**src/rtl/lgc_pkg.sv**
```systemverilog
package lgc_pkg;
  // Per-cell strobes resolved by the control from the shared controls
  typedef struct packed {
    logic en;     // cell clock slot enabled this cycle
    logic sclr;   // synchronous clear applies to this cell
    logic sload;  // synchronous load applies to this cell
    logic aclr;   // asynchronous clear (global reset folded in)
  } cellStb_t;
endpackage

```
**src/rtl/lgc_ctrl.sv**
```systemverilog
module lgc_ctrl
  import lgc_pkg::*;
#(
  parameter int NCELL = 16
) (
  input  logic                  clk,
  input  logic                  rstN,
  input  logic                  ena1,
  input  logic                  ena2,
  input  logic                  aclr1,
  input  logic                  aclr2,
  input  logic                  sclr,
  input  logic                  sload,
  input  logic                  useSload,
  input  logic [NCELL-1:0]      cfgClkSel,
  input  logic [NCELL-1:0]      cfgClrSel,
  input  logic [NCELL-1:0]      cfgPack,
  output cellStb_t [NCELL-1:0]  stb,
  output logic                  cfgErr
);
  // slot 1 loses its enable when the synchronous load owns the line
  logic slot1En;
  logic loadLive;
  assign slot1En  = useSload | ena1;
  assign loadLive = useSload & sload;

  for (genvar i = 0; i < NCELL; i++) begin : g_stb
    assign stb[i].en    = cfgClkSel[i] ? ena2 : slot1En;
    assign stb[i].sclr  = sclr & ~cfgPack[i];
    assign stb[i].sload = loadLive & ~cfgPack[i];
    assign stb[i].aclr  = ~rstN | (cfgClrSel[i] ? aclr2 : aclr1);

    // a slot-1 cell is never gated while the load option is on
    p_ena1_ignored_r9: assert property (@(posedge clk) disable iff (!rstN)
      (useSload && !cfgClkSel[i]) |-> stb[i].en);
  end

  assign cfgErr = useSload & ((|(~cfgClkSel)) | (|cfgPack));
endmodule

```
**src/rtl/lgc_cells.sv**
```systemverilog
module lgc_cells
  import lgc_pkg::*;
#(
  parameter int NCELL  = 16,
  parameter int LUT_IN = 4
) (
  input  logic                     clk,
  input  logic                     rstN,
  input  cellStb_t [NCELL-1:0]     stb,
  input  logic [NCELL*(1<<LUT_IN)-1:0] cfgLut,
  input  logic [NCELL-1:0]         cfgArith,
  input  logic [NCELL-1:0]         cfgChain,
  input  logic [NCELL-1:0]         cfgPack,
  input  logic [NCELL-1:0]         dA,
  input  logic [NCELL-1:0]         dB,
  input  logic [NCELL-1:0]         dC,
  input  logic [NCELL-1:0]         dD,
  input  logic                     carryIn,
  input  logic                     chainIn,
  output logic [NCELL-1:0]         combOut,
  output logic [NCELL-1:0]         regOut,
  output logic                     carryOut,
  output logic                     chainOut
);
  localparam int LUTW = 1 << LUT_IN;

  logic [NCELL:0]   carry;
  logic [NCELL-1:0] q;

  assign carry[0] = carryIn;

  for (genvar i = 0; i < NCELL; i++) begin : g_cell
    logic [LUTW-1:0]   lutWord;
    logic [LUT_IN-1:0] sel;
    logic              sumBit;
    logic              majBit;
    logic              prevQ;
    logic              dNext;
    logic              clrBit;
    logic              qBit;

    assign lutWord = cfgLut[i*LUTW +: LUTW];
    assign sel     = LUT_IN'({dD[i], dC[i], dB[i], dA[i]});
    assign sumBit  = dA[i] ^ dB[i] ^ carry[i];
    assign majBit  = (dA[i] & dB[i]) | (carry[i] & (dA[i] ^ dB[i]));

    assign combOut[i]  = cfgArith[i] ? sumBit : lutWord[sel];
    assign carry[i+1]  = cfgArith[i] ? majBit : carry[i];

    if (i == 0) begin : g_head
      assign prevQ = chainIn;
    end else begin : g_link
      assign prevQ = q[i-1];
    end

    assign dNext  = cfgPack[i] ? dD[i] : (cfgChain[i] ? prevQ : combOut[i]);
    assign clrBit = stb[i].aclr;

    always_ff @(posedge clk or posedge clrBit) begin
      if (clrBit)              qBit <= 1'b0;
      else if (stb[i].en) begin
        if (stb[i].sclr)       qBit <= 1'b0;
        else if (stb[i].sload) qBit <= dC[i];
        else                   qBit <= dNext;
      end
    end

    assign q[i] = qBit;

    // a register outside its enabled slot keeps its value
    p_hold_r6: assert property (@(posedge clk) disable iff (!rstN || clrBit)
      !stb[i].en |=> $stable(q[i]));

    // synchronous clear wins over load and data
    p_sclr_r7: assert property (@(posedge clk) disable iff (!rstN || clrBit)
      (stb[i].en && stb[i].sclr) |=> (q[i] == 1'b0));

    if (i > 0) begin : g_shiftChk
      // a chained cell takes its neighbour's previous value
      p_shift_r4: assert property (@(posedge clk) disable iff (!rstN || clrBit)
        (stb[i].en && cfgChain[i] && !cfgPack[i] && !stb[i].sclr && !stb[i].sload)
        |=> (q[i] == $past(q[i-1])));
    end
  end

  assign regOut   = q;
  assign carryOut = carry[NCELL];
  assign chainOut = q[NCELL-1];
endmodule

```
**src/rtl/lgc_cluster.sv**
```systemverilog
module lgc_cluster
  import lgc_pkg::*;
#(
  parameter int NCELL  = 16,
  parameter int LUT_IN = 4
) (
  input  logic                         clk,
  input  logic                         rstN,
  input  logic                         ena1,
  input  logic                         ena2,
  input  logic                         aclr1,
  input  logic                         aclr2,
  input  logic                         sclr,
  input  logic                         sload,
  input  logic                         useSload,
  input  logic [NCELL*(1<<LUT_IN)-1:0] cfgLut,
  input  logic [NCELL-1:0]             cfgArith,
  input  logic [NCELL-1:0]             cfgChain,
  input  logic [NCELL-1:0]             cfgPack,
  input  logic [NCELL-1:0]             cfgClkSel,
  input  logic [NCELL-1:0]             cfgClrSel,
  input  logic [NCELL-1:0]             dA,
  input  logic [NCELL-1:0]             dB,
  input  logic [NCELL-1:0]             dC,
  input  logic [NCELL-1:0]             dD,
  input  logic                         carryIn,
  input  logic                         chainIn,
  output logic [NCELL-1:0]             combOut,
  output logic [NCELL-1:0]             regOut,
  output logic                         carryOut,
  output logic                         chainOut,
  output logic                         cfgErr
);
  cellStb_t [NCELL-1:0] stb;

  lgc_ctrl #(.NCELL(NCELL)) u_ctrl (
    .clk(clk), .rstN(rstN), .ena1(ena1), .ena2(ena2),
    .aclr1(aclr1), .aclr2(aclr2), .sclr(sclr), .sload(sload),
    .useSload(useSload), .cfgClkSel(cfgClkSel), .cfgClrSel(cfgClrSel),
    .cfgPack(cfgPack), .stb(stb), .cfgErr(cfgErr)
  );

  lgc_cells #(.NCELL(NCELL), .LUT_IN(LUT_IN)) u_cells (
    .clk(clk), .rstN(rstN), .stb(stb), .cfgLut(cfgLut),
    .cfgArith(cfgArith), .cfgChain(cfgChain), .cfgPack(cfgPack),
    .dA(dA), .dB(dB), .dC(dC), .dD(dD),
    .carryIn(carryIn), .chainIn(chainIn),
    .combOut(combOut), .regOut(regOut),
    .carryOut(carryOut), .chainOut(chainOut)
  );
endmodule

```
**config.mk**
```make
export PLATFORM = sky130hd
export DESIGN_NAME = lgc_cluster
export DESIGN_NICKNAME = d
export VERILOG_FILES = /design/src/rtl/lgc_pkg.sv /design/src/rtl/lgc_ctrl.sv /design/src/rtl/lgc_cells.sv /design/src/rtl/lgc_cluster.sv
export SDC_FILE = /design/constraint.sdc
export NUM_CORES = 1
export LEC_CHECK = 0
export BUFFER_PORTS_ARGS = -buffer_cell sky130_fd_sc_hd__buf_2
export CELL_PAD_IN_SITES_DETAIL_PLACEMENT = 1
export CELL_PAD_IN_SITES_GLOBAL_PLACEMENT = 1
export CORE_AREA = 2 2 174 176
export DETAILED_ROUTE_END_ITERATION = 16
export DIE_AREA = 0 0 176 178
export HOLD_SLACK_MARGIN = 0.1
export PLACE_DENSITY = 0.58
export SLEW_MARGIN = 20
export SYNTH_ARGS = -nofsm -noshare
export SYNTH_HDL_FRONTEND = slang
export SYNTH_SLANG_ARGS = --single-unit
```
**constraint.sdc**
```tcl
create_clock -name clk -period 14.56 [get_ports clk]
set_input_delay 1.456 -clock clk [delete_from_list [all_inputs] [get_ports clk]]
set_output_delay 1.456 -clock clk [all_outputs]
set_load 0.01 [all_outputs]
```
==> run summary, run 1 <==
outcome - complete, no violations
wire length of the first global-routing pass - 39,800 microns
adder-cell share of the synthesized area - 7.07%
Die X - 176 microns
PwrDens - 50.4 nW/um^2
total nets after synthesis - 840
footprint of the multi-input gates - 3940 sq um
critical path arrival - 12.45 ns
pre-CTS WS - 0.175 ns
total track usage - 17.3%
Post-Synthesis Cells - 413
Synth Area in XOR/XNOR - 0%
Lkg Pwr - 0.00340 uW
Slew Limit Headroom - 55.5%
ratio of cells with drive above 1 in the final layout - 66.9%
CTS Hold Bufs - 0
Worst Slack Setup Final - 0.656 ns
final wirelength - 28,300 microns
CTS tree - yes
H-tree levels - 1
Post-synth EDFFs - 0
Routed wire per std cell - 23.1 microns
Post-Synth Simple-Gate Area - 14.8%
largest net degree at the start of global routing - 18
Core Footprint - 29,400 sq um
initial antenna violation count - 1
Top FF cell, synth - dfrtp_1
P&R area growth vs syn - 59.9%
FFs w/ async S/R, synth - 100%
Die H - 178 microns
I/O pin count - 446
Post-DRT Antenna Nets - 0
worst-margin pin slew - 0.667 ns
final worst clock skew - 0.00154 ns
CP most frequent cell - fa_1
post-synthesis compound-gate area fraction - 12.1%
YS warnings - 0
fill count - 3,570
CTS buffer count - 3
# clock sinks - 16
IO buf count - 445
WP depth - 54
Largest stage delay, worst path - 0.44 ns
Fin. Hold Viols - 0
register area share after synthesis - 8.84%
startpoint types - input pin
global route overflow - 0
# setup viols final - 0
VDD IR max - 0.0332 mV
hold depth - 1
WP buf/inv - 5
Worst Path Required - 13.10 ns
CP top delay family - adder cells
Final Max Tran Viols - 0
CTS clock-pin slew for the worst setup and hold paths - 0.07 ns
DR iter-0 viols - 220
Final Cycle Share - 95.5%
post-layout min period - 13.90 ns
largest family of logic cells by synthesized area - multiplexers
number of global-route vias before repair - 6,260
register area - 400 sq um
Max Clk Rate - 71.9 MHz
Synth Register Bits - 16
vias per cell - 4.63
GP Congestion - 0.809
standard-cell rows - 63
Initial Utilization - 15.4%
Reg2Reg Depth - 5
crit-path max FO - 5
Crit Path Category - in2out
Worst-Skew Late Latency - 0.27 ns
post-synthesis mux area share - 51.8%
CP max stage cell - fa_1
nature of the critical path endpoint - output pin
Post-DP HPWL - 24,800 microns
First-pass DRT Iterations - 6
RSZ-0062 raised after global routing - false
number of max-cap violations - 0
Synth Area per Inst - 11.0 sq um
fin nets - 1,265
vias - 5,675
# DRC - 0
final setup TNS - 0 ns
synth unique cells - 38
Max Root-Sink Buffers - 2
CTS root buffer - clkbuf_16
Die Area - 31,300 sq um
Syn Std Cell Area - 4530 sq um
Worst Hold Class - reg2reg
==> path summary, 6_finish.rpt <==
check / endpoint / slack [ns] / from
worst max-delay path: combOut[15] / 0.66 / dA[0]
worst min-delay path: u_cells.g_cell[4].qBit / 0.55 / u_cells.g_cell[4].qBit
worst max register to register: u_cells.g_cell[12].qBit / 13.35 / u_cells.g_cell[11].qBit
worst min register to register: u_cells.g_cell[4].qBit / 0.55 / u_cells.g_cell[4].qBit
max in group asynchronous: u_cells.g_cell[13].qBit / 12.89 / aclr2
min in group asynchronous: u_cells.g_cell[6].qBit / 1.21 / cfgClrSel[6]
==> final cells by class <==
cell class | instances | area share [%]
Antenna cell | 1 | 0.0346
Multi-Input combinational cell | 352 | 54.4
Inverter | 12 | 0.622
Clock buffer | 3 | 1.04
Sequential cell | 16 | 5.53
Tap cell | 390 | 6.74
Timing Repair Buffer | 453 | 31.6
==> Yosys cell counts (3+ instances only) <==
| master | number | area, sq um |
|---|---|---|
| mux4_2 | 69 | 1550 |
| mux2i_1 | 37 | 370 |
| nand3_1 | 28 | 140 |
| a21oi_1 | 21 | 105 |
| nor4_1 | 19 | 119 |
| nand2_1 | 18 | 67.6 |
| nor2_1 | 18 | 67.6 |
| and2_1 | 16 | 100 |
| buf_4 | 16 | 120 |
| dfrtp_1 | 16 | 400 |
| fa_1 | 16 | 320 |
| mux2_2 | 16 | 180 |
| clkbuf_1 | 15 | 56.3 |
| a211oi_1 | 14 | 105 |
| a221o_1 | 14 | 140 |
| inv_1 | 12 | 45.0 |
| o21ai_0 | 10 | 50.1 |
| mux4_1 | 8 | 210 |
| nand2b_1 | 7 | 43.8 |
| o31ai_1 | 6 | 45.0 |
| nand4_1 | 5 | 31.3 |
| nor3_1 | 4 | 20.0 |
| or2_2 | 3 | 18.8 |
==> power by group <==
group | switching (uW) | leakage [uW] | internal [uW] | total [uW]
Clock | 29.8 | 0.0000370 | 36.6 | 66.4
Combinational | 114 | 0.00316 | 127 | 241
Sequential | 6.93 | 0.000206 | 50.5 | 57.4
Total | 151 | 0.00340 | 214 | 365
==> worst register-to-register path, delay by kind of cell (launching register included) <==
kind	cells	cell delay (ns)
compound gates	3	0.53
simple gates	2	0.15
flops	1	0.43
==> sequential cells by signal, indices dropped and copies added (netlist names) <==
register,cells
u_cells.g_cell.prevQ,1
u_cells.chainOut,1
u_cells.g_cell.qBit,14
==> repair_timing <==
item / 4_1_cts / 5_1_grt
endpoints found under the setup margin: 0 / 3
setup buffers: 0 / 5
gates resized for setup: 0 / 18
==> kinds of logic after synthesis <==
group / Yosys count
multiplexers: 132
adder cells (fa/ha/maj): 16
flip-flops: 16
AO/OA/AOI/OAI: 77
buffers and inverters: 45
AND/OR/NAND/NOR: 127
==> per-stage QoR <==
stage	cell area [sq um]	total power (uW)	util [%]	hold WS (ns)	cells
finish	7240	365	24.6	0.549	1227
global route	7240	391	24.6	0.571	1226
CTS	7140	367	24.3	0.551	1221
detailed placement	7070	297	24.0	0.533	1218
global placement	7070	294	24.0	0.535	1218
floorplan	4530	175	-	0.504	413
==> cell usage in the layout (no fill, tap or decap), types with 3 or more instances in the layout <==
| master | instances |
|---|---|
| buf_2 | 445 |
| mux4_2 | 69 |
| mux2i_1 | 37 |
| nand3_1 | 28 |
| a21oi_1 | 21 |
| nor4_1 | 19 |
| nand2_1 | 18 |
| nor2_1 | 17 |
| and2_1 | 16 |
| dfrtp_1 | 16 |
| mux2_2 | 15 |
| a211oi_1 | 14 |
| a221o_1 | 14 |
| inv_1 | 12 |
| fa_1 | 10 |
| mux4_1 | 8 |
| buf_4 | 8 |
| nand2b_1 | 6 |
| o21ai_0 | 6 |
| o31ai_1 | 6 |
| fa_2 | 6 |
| nand4_1 | 5 |
| nor3_1 | 4 |
| mux2_4 | 3 |
| o21ai_1 | 3 |
| clkbuf_16 | 3 |
==> layer usage <==
metal	track usage [%]	up-vias	share of wire [%]
li1	-	2577	-
met1	19.2	2817	37
met2	34.8	271	55
met3	2.66	10	7.1
met4	2.58	0	0.84
met5	0	-	0
No activity file was read; power rests on OpenSTA's default activity.
==> run 2: changes to the inputs <==
- clock period: 14.56 -> 15.9 ns (I/O delays scaled with it)
==> run summary, run 2 (same netlist as run 1, synthesis figures left out) <==
max FFs per register - 14
number of max-cap violations - 0
nature of the critical path endpoint - output pin
Switch Pwr - 137 uW
RSZ-0062 raised after global routing - false
H-tree levels - 1
PwrDens - 46.0 nW/um^2
dpl cells - 1,218
crit-path max FO - 5
GP Congestion - 0.817
final worst clock skew - 0.00808 ns
commonest non-fill, non-tap cell in the layout - buf_2
Die X - 176 microns
Sw Share - 41.6%
Max Clk Rate - 68.4 MHz
number of post-CTS setup repair buffers - 0
Routed wire per std cell - 23.2 microns
share of total power in the clock network - 18.4%
CTS clock-pin slew for the worst setup and hold paths - 0.08 ns
Crit Path Category - in2out
Most flops, register - u_cells.g_cell.qBit
# setup viols final - 0
fin nets - 1,260
critical path arrival - 13.02 ns
outcome - complete, no violations
Fin. Hold Viols - 0
CP max stage cell - fa_1
CP most frequent cell - fa_1
Post-DRT Antenna Nets - 0
post-layout min period - 14.61 ns
P&R area growth vs syn - 57.8%
Max Root-Sink Buffers - 2
CTS buffer count - 3
most frequent cells in the layout - 445 x buf_2, 69 x mux4_2, 37 x mux2i_1, 28 x nand3_1, 21 x a21oi_1
Final Cycle Share - 91.9%
worst-margin pin slew - 0.837 ns
combinational power share - 65.6%
Worst Path Required - 14.31 ns
total track usage - 17.3%
Die H - 178 microns
Cell Count, Final, Fillers Out - 1,222
VDD IR max - 0.0314 mV
final wirelength - 28,400 microns
post-layout power - 329 uW
Design Area, Final - 7140 sq um
CTS root buffer - clkbuf_16
CTS tree - yes
CTS resizes - 0
Die Area - 31,300 sq um
Worst Hold Slack - 0.546 ns
DR iter-0 viols - 195
Lkg Pwr - 0.00337 uW
CTS Hold Bufs - 0
IO buf count - 445
vias - 5,694
Worst Hold Class - reg2reg
Final Max Tran Viols - 0
initial antenna violation count - 2
wire length of the first global-routing pass - 39,800 microns
standard-cell rows - 63
# DRC - 0
I/O pin count - 446
Slew Limit Headroom - 43.9%
First-pass DRT Iterations - 4
ratio of cells with drive above 1 in the final layout - 65.5%
Largest stage delay, worst path - 0.44 ns
startpoint types - input pin
number of global-route vias before repair - 6,333
Initial Utilization - 15.4%
final setup TNS - 0 ns
global route overflow - 0
internal power - 192 uW
largest net degree at the start of global routing - 18
dpl cell area - 7070 sq um
Sequential Power Share - 16.0%
Worst-Skew Late Latency - 0.27 ns
Post-DP HPWL - 24,800 microns
Core Footprint - 29,400 sq um
fill count - 3,569
# clock sinks - 16
vias per cell - 4.66
-- run 2: cell type report --
cell class | instances | area [sq um] | share of cell area [%]
Sequential cell | 16 | 400 | 5.60
Tap cell | 390 | 488 | 6.83
Timing Repair Buffer | 448 | 2250 | 31.5
Inverter | 12 | 45.0 | 0.630
Antenna cell | 1 | 2.50 | 0.0350
Clock buffer | 3 | 75.1 | 1.05
Multi-Input combinational cell | 352 | 3880 | 54.4
-- run 2: final timing paths --
kind                       cells after the start                      end                    start  slack (ns)
max in group asynchronous                      3   u_cells.g_cell[4].qBit                    aclr2       14.13
max reg2reg                                    5  u_cells.g_cell[12].qBit  u_cells.g_cell[11].qBit       14.69
min in group asynchronous                      3   u_cells.g_cell[6].qBit             cfgClrSel[6]        1.35
min                                            2   u_cells.g_cell[5].qBit   u_cells.g_cell[5].qBit        0.55
max                                           54              combOut[15]                    dA[0]        1.29
min reg2reg                                    2   u_cells.g_cell[5].qBit   u_cells.g_cell[5].qBit        0.55
-- run 2: metrics by stage --
stage	setup slack (ns)	util [%]
2_1_floorplan	2.55	-
3_3_place_gp	1.49	24.0
3_5_place_dp	1.26	24.0
4_1_cts	1.19	24.3
5_1_grt	0.503	24.3
6_report	1.29	24.3
-- run 2: metal layers --
| metal | vias to the layer above | part of all wire, % | GRT usage, % |
|---|---|---|---|
| li1 | 2559 | - | - |
| met3 | 10 | 6.8 | 2.62 |
| met4 | 0 | 0.60 | 2.13 |
| met1 | 2834 | 38 | 19.5 |
| met5 | - | 0 | 0 |
| met2 | 291 | 55 | 35.0 |
-- run 2: power groups by stage --
stage               logic (uW)  clock network, uW  registers, uW
global route               236               62.7           53.7
global placement           216                  0           53.6
finish                     216               60.5           52.8
detailed placement         219                  0           53.8
CTS                        220               62.1           53.0
floorplan                  110                  0           50.5
-- run 2: worst max-delay path, delay by kind of cell --
| kind | cells | cell delay, ns |
|---|---|---|
| AO/OA/AOI/OAI | 14 | 1.77 |
| adder cells (fa/ha/maj) | 16 | 5.91 |
| buffers and inverters | 5 | 0.50 |
| multiplexers | 6 | 1.54 |
| AND/OR/NAND/NOR | 13 | 1.69 |
